--- config.mk ---
export PLATFORM = sky130hd
export DESIGN_NAME = lacq_host_seq
export DESIGN_NICKNAME = d
export VERILOG_FILES = /design/src/rtl/lacq_host_pkg.sv /design/src/rtl/lacq_cmd_decode.sv /design/src/rtl/lacq_slot_walker.sv /design/src/rtl/lacq_tx_select.sv /design/src/rtl/lacq_host_seq.sv
export SDC_FILE = /design/constraint.sdc
export NUM_CORES = 1
export LEC_CHECK = 0
export CAP_MARGIN = 20
export CORE_MARGIN = 10
export CORE_UTILIZATION = 41
export DETAILED_ROUTE_END_ITERATION = 8
export DONT_BUFFER_PORTS = 1
export PLACE_DENSITY = 0.54
export SLEW_MARGIN = 20
export SYNTH_ARGS = -nofsm -noshare
export SYNTH_HDL_FRONTEND = slang
export SYNTH_SLANG_ARGS = --single-unit
--- constraint.sdc ---
create_clock -name clk -period 2.8 [get_ports clk]
set_input_delay 0.14 -clock clk [delete_from_list [all_inputs] [get_ports clk]]
set_output_delay 0.14 -clock clk [all_outputs]
set_load 0.005 [all_outputs]
--- src/rtl/lacq_host_pkg.sv ---
package lacq_host_pkg;

  localparam int BYTE_W = 8;

  typedef enum logic [3:0] {
    ST_CLEAR, ST_HELLO, ST_ARM, ST_RUN, ST_FIN, ST_IDLE,
    ST_COUNT, ST_FETCH, ST_HIGH, ST_LOW, ST_LEVEL
  } seq_state_e;

  typedef enum logic [1:0] {OP_NONE, OP_RESTART, OP_DUMP, OP_LEVEL} host_op_e;

  localparam logic [BYTE_W-1:0] CH_READY = 8'h72;
  localparam logic [BYTE_W-1:0] CH_DONE  = 8'h66;
  localparam logic [BYTE_W-1:0] CH_DUMP  = 8'h74;
  localparam logic [BYTE_W-1:0] CH_LEVEL = 8'h73;
  localparam logic [BYTE_W-1:0] CH_ZERO  = 8'h30;

  function automatic host_op_e decode_op(input logic [BYTE_W-1:0] b);
    case (b)
      CH_READY: return OP_RESTART;
      CH_DUMP:  return OP_DUMP;
      CH_LEVEL: return OP_LEVEL;
      default:  return OP_NONE;
    endcase
  endfunction

  function automatic logic [BYTE_W-1:0] level_char(input logic lvl);
    return CH_ZERO + {{(BYTE_W-1){1'b0}}, lvl};
  endfunction

  function automatic logic [BYTE_W-1:0] word_half(input logic [2*BYTE_W-1:0] w,
                                                  input logic upper);
    return upper ? w[2*BYTE_W-1:BYTE_W] : w[BYTE_W-1:0];
  endfunction

endpackage

--- src/rtl/lacq_cmd_decode.sv ---
module lacq_cmd_decode
  import lacq_host_pkg::*;
(
  input  logic              in_valid,
  input  logic [BYTE_W-1:0] in_byte,
  input  logic              listening,
  output host_op_e          op
);
  always_comb begin
    op = OP_NONE;
    if (in_valid && listening) op = decode_op(in_byte);
  end
endmodule

--- src/rtl/lacq_slot_walker.sv ---
module lacq_slot_walker #(
  parameter  int SLOTS = 55,
  localparam int IW    = $clog2(SLOTS)
) (
  input  logic          clk,
  input  logic          rst_n,
  input  logic          restart,
  input  logic          advance,
  output logic [IW-1:0] idx,
  output logic          at_end
);
  localparam logic [IW-1:0] LAST = IW'(SLOTS - 1);

  always_ff @(posedge clk) begin
    if (!rst_n)       idx <= '0;
    else if (restart) idx <= '0;
    else if (advance) idx <= idx + 1'b1;
  end

  assign at_end = (idx == LAST);

  AST_NO_STEP_PAST_END: assert property (@(posedge clk) disable iff (!rst_n)
    advance |-> !at_end);
  AST_IDX_IN_RANGE: assert property (@(posedge clk) disable iff (!rst_n)
    idx <= LAST);
endmodule

--- src/rtl/lacq_tx_select.sv ---
module lacq_tx_select
  import lacq_host_pkg::*;
#(
  parameter int CNT_W = 6
) (
  input  seq_state_e          st,
  input  logic [CNT_W-1:0]    count_q,
  input  logic                level_q,
  input  logic [2*BYTE_W-1:0] word,
  output logic                valid,
  output logic [BYTE_W-1:0]   data
);
  always_comb begin
    valid = 1'b1;
    data  = '0;
    case (st)
      ST_HELLO: data = CH_READY;
      ST_FIN:   data = CH_DONE;
      ST_COUNT: data = BYTE_W'(count_q);
      ST_HIGH:  data = word_half(word, 1'b1);
      ST_LOW:   data = word_half(word, 1'b0);
      ST_LEVEL: data = level_char(level_q);
      default:  valid = 1'b0;
    endcase
  end
endmodule

--- src/rtl/lacq_host_seq.sv ---
module lacq_host_seq
  import lacq_host_pkg::*;
#(
  parameter  int SLOTS  = 55,
  localparam int ADDR_W = $clog2(SLOTS),
  localparam int CNT_W  = $clog2(SLOTS + 1)
) (
  input  logic              clk,
  input  logic              rst_n,
  input  logic              rx_valid,
  input  logic [7:0]        rx_data,
  output logic              rx_ready,
  output logic              tx_valid,
  output logic [7:0]        tx_data,
  input  logic              tx_ready,
  output logic              cap_clear,
  output logic              cap_arm,
  input  logic              cap_done,
  input  logic [CNT_W-1:0]  cap_count,
  output logic [ADDR_W-1:0] buf_addr,
  input  logic [15:0]       buf_data,
  input  logic              probe_in
);
  seq_state_e       st, st_nxt;
  host_op_e         op;
  logic [CNT_W-1:0] count_q;
  logic             level_q;
  logic             tx_fire;
  logic             slot_last;
  logic             slot_step;
  logic             dump_start;
  logic             listening;

  assign rx_ready   = 1'b1;
  assign listening  = (st == ST_IDLE);
  assign tx_fire    = tx_valid && tx_ready;
  assign dump_start = (op == OP_DUMP);
  assign slot_step  = (st == ST_LOW) && tx_ready && !slot_last;
  assign cap_clear  = (st == ST_CLEAR);
  assign cap_arm    = (st == ST_ARM);

  lacq_cmd_decode u_decode (
    .in_valid (rx_valid),
    .in_byte  (rx_data),
    .listening(listening),
    .op       (op)
  );

  lacq_slot_walker #(.SLOTS(SLOTS)) u_walker (
    .clk    (clk),
    .rst_n  (rst_n),
    .restart(dump_start),
    .advance(slot_step),
    .idx    (buf_addr),
    .at_end (slot_last)
  );

  lacq_tx_select #(.CNT_W(CNT_W)) u_txsel (
    .st     (st),
    .count_q(count_q),
    .level_q(level_q),
    .word   (buf_data),
    .valid  (tx_valid),
    .data   (tx_data)
  );

  always_comb begin
    st_nxt = st;
    case (st)
      ST_CLEAR: st_nxt = ST_HELLO;
      ST_HELLO: if (tx_ready) st_nxt = ST_ARM;
      ST_ARM:   st_nxt = ST_RUN;
      ST_RUN:   if (cap_done) st_nxt = ST_FIN;
      ST_FIN:   if (tx_ready) st_nxt = ST_IDLE;
      ST_IDLE: begin
        case (op)
          OP_RESTART: st_nxt = ST_CLEAR;
          OP_DUMP:    st_nxt = ST_COUNT;
          OP_LEVEL:   st_nxt = ST_LEVEL;
          default:    st_nxt = ST_IDLE;
        endcase
      end
      ST_COUNT: if (tx_ready) st_nxt = ST_FETCH;
      ST_FETCH: st_nxt = ST_HIGH;
      ST_HIGH:  if (tx_ready) st_nxt = ST_LOW;
      ST_LOW:   if (tx_ready) st_nxt = slot_last ? ST_IDLE : ST_FETCH;
      ST_LEVEL: if (tx_ready) st_nxt = ST_IDLE;
      default:  st_nxt = ST_CLEAR;
    endcase
  end

  always_ff @(posedge clk) begin
    if (!rst_n) begin
      st      <= ST_CLEAR;
      count_q <= '0;
      level_q <= 1'b0;
    end else begin
      st <= st_nxt;
      if (op == OP_DUMP)  count_q <= cap_count;
      if (op == OP_LEVEL) level_q <= probe_in;
    end
  end

  AST_TX_HELD: assert property (@(posedge clk) disable iff (!rst_n)
    tx_valid && !tx_ready |=> tx_valid && $stable(tx_data));
  AST_ARM_AFTER_HELLO: assert property (@(posedge clk) disable iff (!rst_n)
    cap_arm |-> $past(tx_fire && tx_data == CH_READY));
  AST_CLEAR_THEN_HELLO: assert property (@(posedge clk) disable iff (!rst_n)
    cap_clear |=> tx_valid && tx_data == CH_READY && !cap_clear);
  AST_ADDR_HELD: assert property (@(posedge clk) disable iff (!rst_n)
    tx_valid && !tx_ready && st == ST_HIGH |=> $stable(buf_addr));
  AST_LEVEL_DIGIT: assert property (@(posedge clk) disable iff (!rst_n)
    tx_valid && st == ST_LEVEL |-> tx_data == CH_ZERO || tx_data == CH_ZERO + 8'd1);
  AST_IGNORE_STAYS: assert property (@(posedge clk) disable iff (!rst_n)
    listening && rx_valid && op == OP_NONE |=> listening && !tx_valid);
  AST_DONE_REPORTS: assert property (@(posedge clk) disable iff (!rst_n)
    st == ST_RUN && cap_done |=> tx_valid && tx_data == CH_DONE);
endmodule

==> run summary <==
Remaining global-route overflow: 0
Synth Flop Type: dfxtp_1
Syn Inst Count: 173
Relative slew slack: 0.581
Maximum vdd ir drop: 0.274 mV
Leakage: 0.451 nW
Vias in the first global route: 1298
First-pass GRT wire length: 6490 um
Antenna Cells: 0
Final Cycle Share: 0.772
CP Launch Type: flop
Period minus WS final: 2160 ps
Clock Skew: 3.48 ps
Worst EP required: 2660 ps
Status: complete, no violations
Antenna violations before repair: 0
# hold bufs at CTS: 7
Yosys warning count: 0
RSZ-0062 raised after global routing: false
Commonest cells after routing, fill and taps aside: 19 x a21oi_1, 17 x dfxtp_1, 13 x nor2_1, 13 x o21ai_0, 10 x nand3_1
Flops & latches, synth: 17
DRT Pass-1 Iters: 4
Total of max-cap violations: 0
DRT Wirelength: 4030 um
Largest delay share family, worst path: simple AND/OR/NAND/NOR gates
Final HPWL DP: 3130 um
Asr flop ratio synth: 0
Final setup fails: 0
Largest net degree at the start of global routing: 28
Final setup TNS: 0 ps
# DRC: 0
Synthesized area: 1290 um2
Power per Cell Area: 713 nW/um2
Wire per inst: 18.2 um
Clock sinks: 17
Setup bufs post-CTS: 0
Std-Cell Rows: 20
DR vias: 1329
Hold/Removal Path Class: in2reg
Inserted Clock Buffers: 3
Vias per inst: 6.01
Post-synth EDFFs: 0
Clk buf depth: 2
Final Slew Violations: 0
H-tree Lvls: 1
Peak Freq: 0.462 GHz
Final Core Density: 0.471
Setup CP Type: reg2out
Sequential area share after synthesis: 0.264
I/O pin count: 54
Slowest-stage cell, CP: nor3_1
Critical Path End Type: output port
Skew-Pair Late Insertion Delay: 290 ps
Netlist cell types: 51
Gpl congestion: 0.792
Cts repair resizes: 0
Max stage delay on crit path: 520 ps
Critical path buffer and inverter count: 2
Core Area: 3030 um2
Die H: 76.1 um
I/O Buffers: 0
Clock Pin Slew Worst Setup and Hold Paths: 100 ps
Worst-path fanout max: 11
Crit path DAT: 2020 ps
Nets: 216
Post-route setup slack: 638 ps
Area grow syn2layout: 10.5%
Initial drt markers: 74
Fin. Hold Viols: 0
Root Buffer Master: clkbuf_4
Die ar.: 5790 um2
CP cell instances: buf_4 > inv_1 > nor3_1 > a221oi_1 > nor2_1
Layout cell share with drive strength beyond 1: 0.0791
Mapped Nets: 211
Initial Util: 0.426
Fillers: 321
GRT Total Usage: 0.131
Die X: 76.1 um
CTS tree: built
Mean Syn Cell Area: 7.46 um2
Most common cell after layout, fill and taps aside: a21oi_1
Final ANT Viol Nets: 0
Slew @ Worst Pin: 624 ps
Pre-CTS setup slack: 909 ps
-- flip-flops by register name, summed over array words and instances, names as in the netlist --
signal / flops
u_walker.idx: 6
st: 4
level_q: 1
count_q: 6
-- synth_stat cells (all sizes together), types with 3 or more instances --
| master | n | area, um2 |
|---|---|---|
| clkbuf | 6 | 22.5 |
| buf | 6 | 31.3 |
| a211oi | 3 | 27.5 |
| nor2b | 6 | 37.5 |
| xnor2 | 5 | 43.8 |
| o22ai | 5 | 31.3 |
| nand2 | 4 | 15.0 |
| o21ai | 15 | 75.1 |
| inv | 8 | 30.0 |
| nor2 | 13 | 48.8 |
| nand2b | 6 | 37.5 |
| nand3 | 10 | 50.1 |
| nor3 | 6 | 30.0 |
| dfxtp | 17 | 340 |
| a21oi | 19 | 95.1 |
| nor4 | 3 | 18.8 |
-- cells by family after synthesis --
family	synth area share
AO/OA/AOI/OAI	0.319
buffers and inverters	0.0678
adder cells (fa/ha/maj)	0.0194
XOR/XNOR	0.0339
AND/OR/NAND/NOR	0.269
flip-flops	0.264
other	0.00290
multiplexers	0.0242
-- worst register-to-register path, stage by stage, from the launching register on --
cell	delay (ps)
dfxtp_1	320
buf_4	200
or3b_1	550
a211o_1	290
or3_1	340
a21oi_1	150
-- worst paths after layout --
path	startpoint	end	slack, ps	cells after the start
worst max-delay path	st[3]	tx_data[0]	640	5
worst max register to register	st[1]	u_walker.idx[3]	900	5
worst min register to register	count_q[0]	count_q[0]	480	2
worst min-delay path	rst_n	st[3]	30	2
-- final cells by class --
| type | instances | area [um2] | share of cell area |
|---|---|---|---|
| flip-flops and latches | 17 | 340 | 0.239 |
| multi-input cells | 135 | 863 | 0.605 |
| inverters | 9 | 33.8 | 0.0237 |
| repair buffers | 12 | 108 | 0.0754 |
| well taps | 44 | 55.1 | 0.0386 |
| clock buffers | 4 | 26.3 | 0.0184 |
-- report_power, final --
group          internal, mW  switching (mW)  total [mW]  leakage [nW]
clock                0.0554          0.0775       0.133        0.0150
sequential            0.264          0.0121       0.276         0.137
combinational         0.222           0.386       0.608         0.298
total                 0.541           0.476        1.02         0.451
-- stage by stage --
stage / cell area, um2 / cells / power (mW) / hold WS, ps
global route: 1430 / 221 / 1.10 / 59.3
CTS: 1430 / 221 / 1.02 / 25.5
detailed placement: 1330 / 210 / 0.879 / 299
finish: 1430 / 221 / 1.02 / 31.1
floorplan: 1290 / 173 / 0.744 / 292
global placement: 1330 / 210 / 0.864 / 297
-- metal layers --
layer	routed length [um]	up-vias	global-route usage
met2	1870	49	0.213
met3	385	2	0.0507
met5	0	-	0
met4	12	0	0.0279
li1	-	657	-
met1	1760	621	0.161
(Power assumes the default switching activity.)
